File: config.mk
export PLATFORM = sky130hd
export DESIGN_NAME = pin_irq_router
export DESIGN_NICKNAME = d
export VERILOG_FILES = /design/src/rtl/pin_irq_pkg.sv /design/src/rtl/pin_irq_slot.sv /design/src/rtl/pin_irq_regs.sv /design/src/rtl/pin_irq_router.sv
export SDC_FILE = /design/constraint.sdc
export NUM_CORES = 1
export LEC_CHECK = 0
export ABC_AREA = 1
export BUFFER_PORTS_ARGS = -buffer_cell sky130_fd_sc_hd__buf_2
export CAP_MARGIN = 0
export CORE_UTILIZATION = 35
export DETAILED_ROUTE_END_ITERATION = 12
export PLACE_DENSITY_LB_ADDON = 0.3
export SETUP_SLACK_MARGIN = 0.05
export SYNTH_ARGS = -nofsm -noshare
export SYNTH_HDL_FRONTEND = slang
export SYNTH_SLANG_ARGS = --single-unit
File: constraint.sdc
create_clock -name clk -period 2.2 [get_ports clk]
set_clock_uncertainty 0.2 [all_clocks]
set_input_delay 0.33 -clock clk [delete_from_list [all_inputs] [get_ports clk]]
set_output_delay 0.33 -clock clk [all_outputs]
set_load 0.005 [all_outputs]
File: src/rtl/pin_irq_pkg.sv
package pin_irq_pkg;
  typedef enum logic [2:0] {
    TRIG_OFF  = 3'd0,
    TRIG_HIGH = 3'd1,
    TRIG_LOW  = 3'd2,
    TRIG_SET  = 3'd3,
    TRIG_RSV  = 3'd4,
    TRIG_RISE = 3'd5,
    TRIG_FALL = 3'd6,
    TRIG_ANY  = 3'd7
  } trig_e;

  localparam int TRIG_W = 3;

  localparam logic [7:0] A_TRIG   = 8'd120;
  localparam logic [7:0] A_SEL    = 8'd124;
  localparam logic [7:0] A_MASK   = 8'd128;
  localparam logic [7:0] A_ACK    = 8'd132;
  localparam logic [7:0] A_RAW    = 8'd136;
  localparam logic [7:0] A_MASKED = 8'd140;

  function automatic logic is_edge(trig_e c);
    return (c == TRIG_RISE) || (c == TRIG_FALL) || (c == TRIG_ANY);
  endfunction
endpackage

File: src/rtl/pin_irq_slot.sv
module pin_irq_slot
  import pin_irq_pkg::*;
(
  input  logic  clk,
  input  logic  rst,
  input  logic  pin_i,
  input  trig_e code_i,
  input  logic  ack_i,
  output logic  pend_o
);
  logic s1, s2, s3;
  logic rise, fall, hit;

  always_ff @(posedge clk) begin
    if (rst) begin
      s1 <= 1'b0;
      s2 <= 1'b0;
      s3 <= 1'b0;
    end else begin
      s1 <= pin_i;
      s2 <= s1;
      s3 <= s2;
    end
  end

  assign rise = s2 & ~s3;
  assign fall = ~s2 & s3;

  always_comb begin
    case (code_i)
      TRIG_RISE: hit = rise;
      TRIG_FALL: hit = fall;
      TRIG_ANY:  hit = rise | fall;
      default:   hit = 1'b0;
    endcase
  end

  always_ff @(posedge clk) begin
    if (rst) begin
      pend_o <= 1'b0;
    end else begin
      case (code_i)
        TRIG_HIGH: pend_o <= s2;
        TRIG_LOW:  pend_o <= ~s2;
        TRIG_SET:  pend_o <= 1'b1;
        TRIG_RISE, TRIG_FALL, TRIG_ANY: begin
          if (hit)        pend_o <= 1'b1;
          else if (ack_i) pend_o <= 1'b0;
        end
        default:   pend_o <= 1'b0;
      endcase
    end
  end

  assert_off_clears_R6: assert property (@(posedge clk) disable iff (rst)
    (code_i == TRIG_OFF || code_i == TRIG_RSV) |=> !pend_o);
  assert_set_forces_R6: assert property (@(posedge clk) disable iff (rst)
    (code_i == TRIG_SET) |=> pend_o);
  assert_edge_holds_R7: assert property (@(posedge clk) disable iff (rst)
    (is_edge(code_i) && pend_o && !ack_i) |=> pend_o);
  assert_ack_clears_R7: assert property (@(posedge clk) disable iff (rst)
    (is_edge(code_i) && ack_i && !rise && !fall) |=> !pend_o);
endmodule

File: src/rtl/pin_irq_regs.sv
module pin_irq_regs
  import pin_irq_pkg::*;
#(
  parameter int NGRP   = 8,
  parameter int SEL_W  = 4,
  parameter int ADDR_W = 8,
  parameter int DATA_W = 32
) (
  input  logic                  clk,
  input  logic                  rst,
  input  logic [ADDR_W-1:0]     addr_i,
  input  logic                  wen_i,
  input  logic [DATA_W-1:0]     wdata_i,
  input  logic [NGRP-1:0]       pend_i,
  output logic [TRIG_W*NGRP-1:0] trig_o,
  output logic [SEL_W*NGRP-1:0] sel_o,
  output logic [NGRP-1:0]       mask_o,
  output logic [NGRP-1:0]       ack_o,
  output logic [DATA_W-1:0]     rdata_o
);
  localparam int TW = TRIG_W * NGRP;
  localparam int SW = SEL_W * NGRP;

  logic hit_trig, hit_sel, hit_mask, hit_ack;

  assign hit_trig = (addr_i == ADDR_W'(A_TRIG));
  assign hit_sel  = (addr_i == ADDR_W'(A_SEL));
  assign hit_mask = (addr_i == ADDR_W'(A_MASK));
  assign hit_ack  = (addr_i == ADDR_W'(A_ACK));

  assign ack_o = (wen_i && hit_ack) ? wdata_i[NGRP-1:0] : '0;

  always_ff @(posedge clk) begin
    if (rst) begin
      trig_o <= '0;
      sel_o  <= '0;
      mask_o <= '0;
    end else if (wen_i) begin
      if (hit_trig) trig_o <= wdata_i[TW-1:0];
      if (hit_sel)  sel_o  <= wdata_i[SW-1:0];
      if (hit_mask) mask_o <= wdata_i[NGRP-1:0];
    end
  end

  always_ff @(posedge clk) begin
    if (rst) begin
      rdata_o <= '0;
    end else begin
      rdata_o <= '0;
      if (hit_trig) rdata_o[TW-1:0] <= trig_o;
      if (hit_sel)  rdata_o[SW-1:0] <= sel_o;
      if (hit_mask) rdata_o[NGRP-1:0] <= mask_o;
      if (addr_i == ADDR_W'(A_RAW))    rdata_o[NGRP-1:0] <= pend_i;
      if (addr_i == ADDR_W'(A_MASKED)) rdata_o[NGRP-1:0] <= pend_i & mask_o;
    end
  end

  assert_trig_write_R2: assert property (@(posedge clk) disable iff (rst)
    (wen_i && hit_trig) |=> (trig_o == $past(wdata_i[TW-1:0])));
  assert_mask_write_R2: assert property (@(posedge clk) disable iff (rst)
    (wen_i && hit_mask) |=> (mask_o == $past(wdata_i[NGRP-1:0])));
endmodule

File: src/rtl/pin_irq_router.sv
module pin_irq_router
  import pin_irq_pkg::*;
#(
  parameter int NUM_PORTS = 4,
  parameter int PORT_W    = 32,
  parameter int NGRP      = 8,
  parameter int ADDR_W    = 8,
  parameter int DATA_W    = 32
) (
  input  logic                        clk,
  input  logic                        rst,
  input  logic [NUM_PORTS*PORT_W-1:0] pins_i,
  input  logic [ADDR_W-1:0]           bus_addr_i,
  input  logic                        bus_wen_i,
  input  logic [DATA_W-1:0]           bus_wdata_i,
  output logic [DATA_W-1:0]           bus_rdata_o,
  output logic                        irq_o
);
  localparam int TOTAL = NUM_PORTS * PORT_W;
  localparam int LANES = TOTAL / NGRP;
  localparam int SEL_W = $clog2(LANES);
  localparam int IDX_W = $clog2(TOTAL);

  logic [TRIG_W*NGRP-1:0] trig;
  logic [SEL_W*NGRP-1:0]  sel;
  logic [NGRP-1:0]        mask, ack, pend;

  pin_irq_regs #(
    .NGRP(NGRP), .SEL_W(SEL_W), .ADDR_W(ADDR_W), .DATA_W(DATA_W)
  ) regs_i (
    .clk(clk), .rst(rst),
    .addr_i(bus_addr_i), .wen_i(bus_wen_i), .wdata_i(bus_wdata_i),
    .pend_i(pend), .trig_o(trig), .sel_o(sel), .mask_o(mask),
    .ack_o(ack), .rdata_o(bus_rdata_o)
  );

  for (genvar g = 0; g < NGRP; g++) begin : g_slot
    logic [IDX_W-1:0] idx;
    logic             pin;
    assign idx = IDX_W'(sel[SEL_W*g +: SEL_W]) * IDX_W'(NGRP) + IDX_W'(g);
    assign pin = pins_i[idx];

    pin_irq_slot slot_i (
      .clk(clk), .rst(rst), .pin_i(pin),
      .code_i(trig_e'(trig[TRIG_W*g +: TRIG_W])),
      .ack_i(ack[g]), .pend_o(pend[g])
    );
  end

  always_ff @(posedge clk) begin
    if (rst) irq_o <= 1'b0;
    else     irq_o <= |(pend & mask);
  end

  assert_irq_rise_R9: assert property (@(posedge clk) disable iff (rst)
    (|(pend & mask)) |=> irq_o);
  assert_irq_fall_R9: assert property (@(posedge clk) disable iff (rst)
    !(|(pend & mask)) |=> !irq_o);
endmodule

==> results of run 1 <==
## report_power, final
group | leakage (nW) | switching [mW] | internal [mW]
Combinational | 2.32 | 0.210 | 0.195
Clock | 0.271 | 0.982 | 1.60
Sequential | 1.04 | 0.0138 | 2.36
Total | 3.64 | 1.21 | 4.15
## state kept, by name (all words and copies together) (netlist names)
register	cells
g_slot.slot_i.s1	8
g_slot.slot_i.s2	8
regs_i.sel_o	32
g_slot.slot_i.pend_o	8
regs_i.trig_o	24
regs_i.mask_o	8
irq_o	1
regs_i.rdata_o	32
g_slot.slot_i.s3	8
## metrics by stage
step           hold WS [ns]  worst slack [ns]  total power [mW]
2_1_floorplan         0.188             0.749              2.60
3_3_place_gp          0.192             0.254              2.81
3_5_place_dp          0.193             0.196              2.81
4_1_cts            0.000515             0.524              5.40
5_1_grt             0.00393             0.335              5.56
6_report             0.0133             0.529              5.36
## worst max path at each step
stage          depth (start not counted)        startpoint  slack (ns)             endpoint
3_5_place_dp                           8     bus_addr_i[0]        0.20     regs_i.sel_o[13]
5_1_grt                                5  regs_i.sel_o[12]        0.34  g_slot[3].slot_i.s1
4_1_cts                                5  regs_i.sel_o[12]        0.52  g_slot[3].slot_i.s1
6_report                               5  regs_i.sel_o[12]        0.53  g_slot[3].slot_i.s1
2_1_floorplan                          8     bus_addr_i[0]        0.75      regs_i.sel_o[0]
3_3_place_gp                           8     bus_addr_i[0]        0.25     regs_i.sel_o[12]
## per-layer routing
| metal | vias up | share of wire (%) | global-route usage (%) | wire length (um) |
|---|---|---|---|---|
| met2 | 191 | 47 | 33.6 | 8430 |
| met4 | 0 | 1.1 | 5.98 | 195 |
| met1 | 2922 | 47 | 24.4 | 8450 |
| met5 | - | 0 | 0 | 0 |
| met3 | 12 | 5.6 | 5.08 | 1020 |
| li1 | 3477 | - | - | - |
## cells in the final DEF (no fill, tap or decap), types with 9 or more instances in the layout
master,count
dfxtp_1,129
buf_2,203
o21ai_1,44
dlygate4sd3_1,12
o221ai_1,12
nand3_1,113
o32ai_1,9
o21ai_0,61
nor2_1,137
ha_1,16
nand2_1,154
buf_4,13
nand4_1,11
clkbuf_16,17
inv_1,92
a21oi_1,78
## worst min-delay path: cells and delay by family
family | cells | cell delay [ns]
buf+inv | 1 | 0.11
compound gates | 1 | 0.06
simple gates | 1 | 0.07
## area by class of cell
| class | instances | area, um^2 |
|---|---|---|
| fill | 1848 | 9760 |
| multi-input combinational | 652 | 3170 |
| clock inverter | 5 | 27.5 |
| tap | 229 | 287 |
| clock buffer | 25 | 515 |
| sequential | 129 | 2580 |
| inverter | 104 | 390 |
| timing repair buffer | 228 | 1230 |
## kinds of logic after synthesis
family	Yosys count	share of synthesized area, %
adder cells (fa/ha/maj)	16	3.11
AND/OR/NAND/NOR	429	28.8
AO/OA/AOI/OAI	207	17.4
buffers and inverters	147	10.5
flip-flops	129	40.2
==> reports/metrics.cfg, run 1 <==
[clock_network]
cts.htree.levels=4
clock_sinks=129
cts-root-buf=clkbuf_16
clk-insertion-delay-late_ns=0.41
post-cts-setup-buffers=0
cts_tree=built
cts_resized=0
holdBufCountCts=12
clockBufferDepth=2
numCtsBuffers=17
clkTransAtPathRegs_ns=0.05

[final_layout]
design_area_mm2=0.00821
antenna_cells=0
drive_gt1_share_pct=23.1
fin_nets=1319
utilization_pct=45.7
fin_cells=1372
syn2layout_area_growth_pct=27.7

[logic_synthesis]
synth_warnings=0
synth_top_area_cell=dfxtp_1
synthFlopType=dfxtp_1
syn_inst=928
synthesis.nets=1115
synth_commonest_cells=154 x nand2_1, 137 x nor2_1, 129 x dfxtp_1
ys_seq_area_share_pct=40.2
synth-edff-count=0
syn_area_mm2=0.00643
ys_ff_latch=129
yosysMostFrequentCell=nand2_1
ys_types=28
synthArstFlopShare_pct=0
synth_top_area_share_pct=40.2
synth.top_cells.by_area=dfxtp_1 40%, nand2_1 9.0%, nand3_1 8.8%, nor2_1 8.0%, a21oi_1 6.1%
synth.avg_cell_area_um2=6.93

[placement]
post-dp-hpwl_mm=13.2
io_buffers=203
place.gp.congestion=0.879
place_inst=1330
dpl_cell_area_mm2=0.00754

[critical_path]
cp.buffers_inverters=1
rr_worst_depth=5
critical_path_required_ns=2.26
r2r_start=regs_i.sel_o[12]
crit_chain=clkinv_1 -> o21ai_0 -> nand3_1 -> nand3_1 -> a21oi_1
slowest_delay_ns=0.49
critPathKind=reg -> reg
r2r_slack_ns=0.53
cp_data_arrival_time_ns=1.73
path_common_cell=nand3_1
r2r_end=g_slot[3].slot_i.s1
crit_path_end_kind=flop
crit_slowest_cell=dfxtp_1
crit_path_start_kind=flop
crit_family=flip-flops
cp_max_fo=10

[run_status]
status=completed

[min_path]
min_path_cells=3
min_path_type=in -> reg
hold_end=regs_i.trig_o[23]
hp-start=bus_wdata_i[23]

[power]
p_leak_nw=3.64
power.density_mw_per_mm2=653
peakVddDrop_uv=551

[global_routing]
grt_usage_pct=19.8
grt_pass1_wl_mm=29.0
grt_start_max_net_pins=65
grt-ovfl-total=0
antenna_found_initial=0
grt_pass1_vias=6086

[routing]
drt_first_pass_iters=5
ant_nets=0
totalWireLength_mm=18.1
drt_iter0_drc=368
drc=0
wl_per_cell_um=13.2
dr_total_vias=6602
via_per_inst=4.81

[timing]
tightest_slew_ns=0.668
setup_viol=0
layout_min_cycle_time_ns=1.67
fmax_mhz=598
grt_setup_unrepaired=false
min_period_over_period_pct=76.0
totalNegativeSetupSlack_ns=0
drv_slew=0
hold_viol=0
relSlewSlack_pct=55.5

[die]
core_area_mm2=0.0180
die_w_um=138
die_h_um=138
rows=49
dieArea_mm2=0.0189
io_pins=204
start_util_pct=35.8

[run]
maxCapViolCount=0

Note: power is estimated with default switching activity, not from simulation.
==> run 2, diff against run 1 <==
--- a/config.mk
+++ b/config.mk
@@ -5,7 +5,7 @@
 export SDC_FILE = /design/constraint.sdc
 export NUM_CORES = 1
 export LEC_CHECK = 0
-export ABC_AREA = 1
+export ABC_AREA = 0
 export BUFFER_PORTS_ARGS = -buffer_cell sky130_fd_sc_hd__buf_2
 export CAP_MARGIN = 0
 export CORE_UTILIZATION = 35
==> constraint.sdc (replaced) <==
create_clock -name clk -period 1.34 [get_ports clk]
set_clock_uncertainty 0.2 [all_clocks]
set_input_delay 0.201 -clock clk [delete_from_list [all_inputs] [get_ports clk]]
set_output_delay 0.201 -clock clk [all_outputs]
set_load 0.005 [all_outputs]
==> reports/metrics.cfg, run 2 <==
[run_status]
status=finished with violations
violations=negative setup slack

[final_layout]
antenna_cells=0
final_cell_mix=197 x buf_2, 102 x dfxtp_1, 76 x buf_4
fill_cells=1487
multi_input_area_mm2=0.00421
utilization_pct=60.3
seq_area_mm2=0.00264
fin_nets=1214
fin_cells=1264
drive_gt1_share_pct=53.1
syn2layout_area_growth_pct=67.8
largestRegisters=regs_i.rdata_o: 32 flops, regs_i.sel_o: 32 flops, regs_i.trig_o: 24 flops
final_common_cell=buf_2
design_area_mm2=0.0105

[min_path]
hp-start=pins_i[52]
hold_end=g_slot[4].slot_i.s1
min_path_cells=5
min_path_type=in -> reg

[critical_path]
rr_worst_depth=4
slowest_delay_ns=0.51
r2r_start=regs_i.sel_o[8]
crit_slowest_cell=mux4_2
r2r_slack_ns=-0.26
r2r_end=g_slot[2].slot_i.s1
cp_data_arrival_time_ns=1.71
crit_path_end_kind=flop
cp.buffers_inverters=0
critical_path_required_ns=1.44
crit_path_start_kind=flop
critPathKind=reg -> reg
crit_family=multiplexers
cp_max_fo=4
crit_chain=mux4_2 -> a2bb2oi_2 -> a32oi_1 -> nor2_1

[power]
swShare_pct=22.1
peakVddDrop_uv=923
combinationalPowerShare_pct=9.4
p_int_mw=7.36
p_clk_share_pct=49.7
pwr-share-seq_pct=41.0
total_power_mw=9.45
power.density_mw_per_mm2=903
p_leak_nw=4.12
p_sw_mw=2.09

[placement]
place_inst=1173
dpl_cell_area_mm2=0.00816
place.gp.congestion=0.920
io_buffers=203
dp_slack_ns=-0.641
post-dp-hpwl_mm=13.5

[routing]
wl_per_cell_um=16.6
drt_iter0_drc=339
drt_first_pass_iters=4
via_per_inst=5.18
dr_total_vias=6552
ant_nets=0
totalWireLength_mm=20.9
drc=0

[die]
die_w_um=135
start_util_pct=35.9
core_area_mm2=0.0174
rows=48
die_h_um=135
dieArea_mm2=0.0184
io_pins=204

[logic_synthesis]
synth_commonest_cells=129 x dfxtp_1, 124 x nand2_1, 69 x a21oi_1
syn_inst=705
ys_types=53
synth_top_area_cell=dfxtp_1
synth-edff-count=0
synthFlopType=dfxtp_1
ys_seq_area_share_pct=41.4
yosysMostFrequentCell=dfxtp_1
synth_warnings=0
synthArstFlopShare_pct=0
synth.avg_cell_area_um2=8.85
ys_ff_latch=129
synth.top_cells.by_area=dfxtp_1 41%, nand2_1 7.5%, mux4_2 5.8%, a21oi_1 5.5%, mux2i_1 5.5%
syn_area_mm2=0.00624
synth_top_area_share_pct=41.4
synthesis.nets=892

[timing]
grt_setup_unrepaired=true
hold_viol=0
setup_viol=71
hold_ws_ns=0.0294
min_period_over_period_pct=119
worst_slack_ns=-0.261
tightest_slew_ns=0.524
layout_min_cycle_time_ns=1.60
totalNegativeSetupSlack_ns=-5.08
fmax_mhz=625
drv_slew=0
relSlewSlack_pct=65.1

[clock_network]
cts_tree=built
clkTransAtPathRegs_ns=0.06
cts.htree.levels=4
clockBufferDepth=2
clock_sinks=129
cts-root-buf=clkbuf_16
numCtsBuffers=17
clk-insertion-delay-late_ns=0.41

[global_routing]
grt_pass1_wl_mm=32.0
grt-ovfl-total=0
grt_start_max_net_pins=26
antenna_found_initial=0
grt_pass1_vias=6364
grt_usage_pct=22.6

[run]
maxCapViolCount=0

-- run 2: changes by cell type after synthesis, sizes merged, moves of 11 or more --
| cell | before | now |
|---|---|---|
| a22o | 0 | 17 |
| buf | 34 | 16 |
| clkbuf | 9 | 35 |
| inv | 98 | 27 |
| mux2i | 0 | 34 |
| mux4 | 0 | 16 |
| nand2 | 161 | 124 |
| nand2b | 0 | 11 |
| nand3 | 114 | 24 |
| nand4 | 11 | 0 |
| nor2 | 141 | 33 |
| nor2b | 0 | 11 |
| nor3 | 1 | 21 |
| o21ai | 105 | 16 |
-- run 2: per-layer routing --
layer	track usage [%]	vias to the layer above	routed length (um)
met3	4.00	30	1050
li1	-	3188	-
met4	7.55	0	397
met2	40.2	205	10600
met5	0	-	0
met1	27.2	3129	8840
-- run 2: worst min-delay path: cells and delay by family --
family / cells / cell delay (ns)
AO/OA/AOI/OAI: 2 / 0.19
AND/OR/NAND/NOR: 1 / 0.09
buffers and inverters: 1 / 0.07
multiplexers: 1 / 0.05
-- run 2: cell type report --
type	count	share of cell area (%)
multi-input combinational	498	40.3
tap	225	2.69
clock buffer	22	4.44
clock inverter	9	1.26
sequential	129	25.3
timing repair buffer	354	25.1
inverter	27	0.969
-- run 2: power groups by stage --
stage	combinational [mW]	clock (mW)	sequential (mW)
3_5_place_dp	0.656	0	3.97
2_1_floorplan	0.249	0	3.97
3_3_place_gp	0.649	0	3.97
6_report	0.885	4.69	3.87
4_1_cts	0.805	4.79	3.87
5_1_grt	0.958	4.93	3.88
-- run 2: worst max path at each step --
stage	from	endpoint	slack, ns	depth (start not counted)
floorplan	bus_addr_i[4]	regs_i.mask_o[0]	-0.47	4
global placement	bus_addr_i[4]	regs_i.mask_o[4]	-0.60	7
detailed placement	bus_addr_i[4]	g_slot[7].slot_i.pend_o	-0.64	5
CTS	regs_i.sel_o[8]	g_slot[2].slot_i.s1	-0.26	4
global route	regs_i.sel_o[8]	g_slot[2].slot_i.s1	-0.31	4
finish	regs_i.sel_o[8]	g_slot[2].slot_i.s1	-0.26	4
-- run 2: repair_timing --
action,CTS,global route
cloned,3,6
resized for setup,119,143
setup buffers,8,4
endpoints found under the hold margin,70,0
pin swaps,56,64
hold buffers,41,0
endpoints found under the setup margin,105,114
-- run 2: cell families (layout without fill, tap and decap cells) --
logic type / after synthesis / in the layout / synth area share (%)
and+or+nand+nor: 252 / 252 / 19.2
AOI/OAI and AO/OA: 172 / 172 / 18.6
DFF: 129 / 129 / 41.4
buffers and inverters: 78 / 412 / 5.00
muxes: 57 / 57 / 12.5
adders and majority gates: 16 / 16 / 3.21
xor gates and xnor gates: 1 / 1 / 0.140
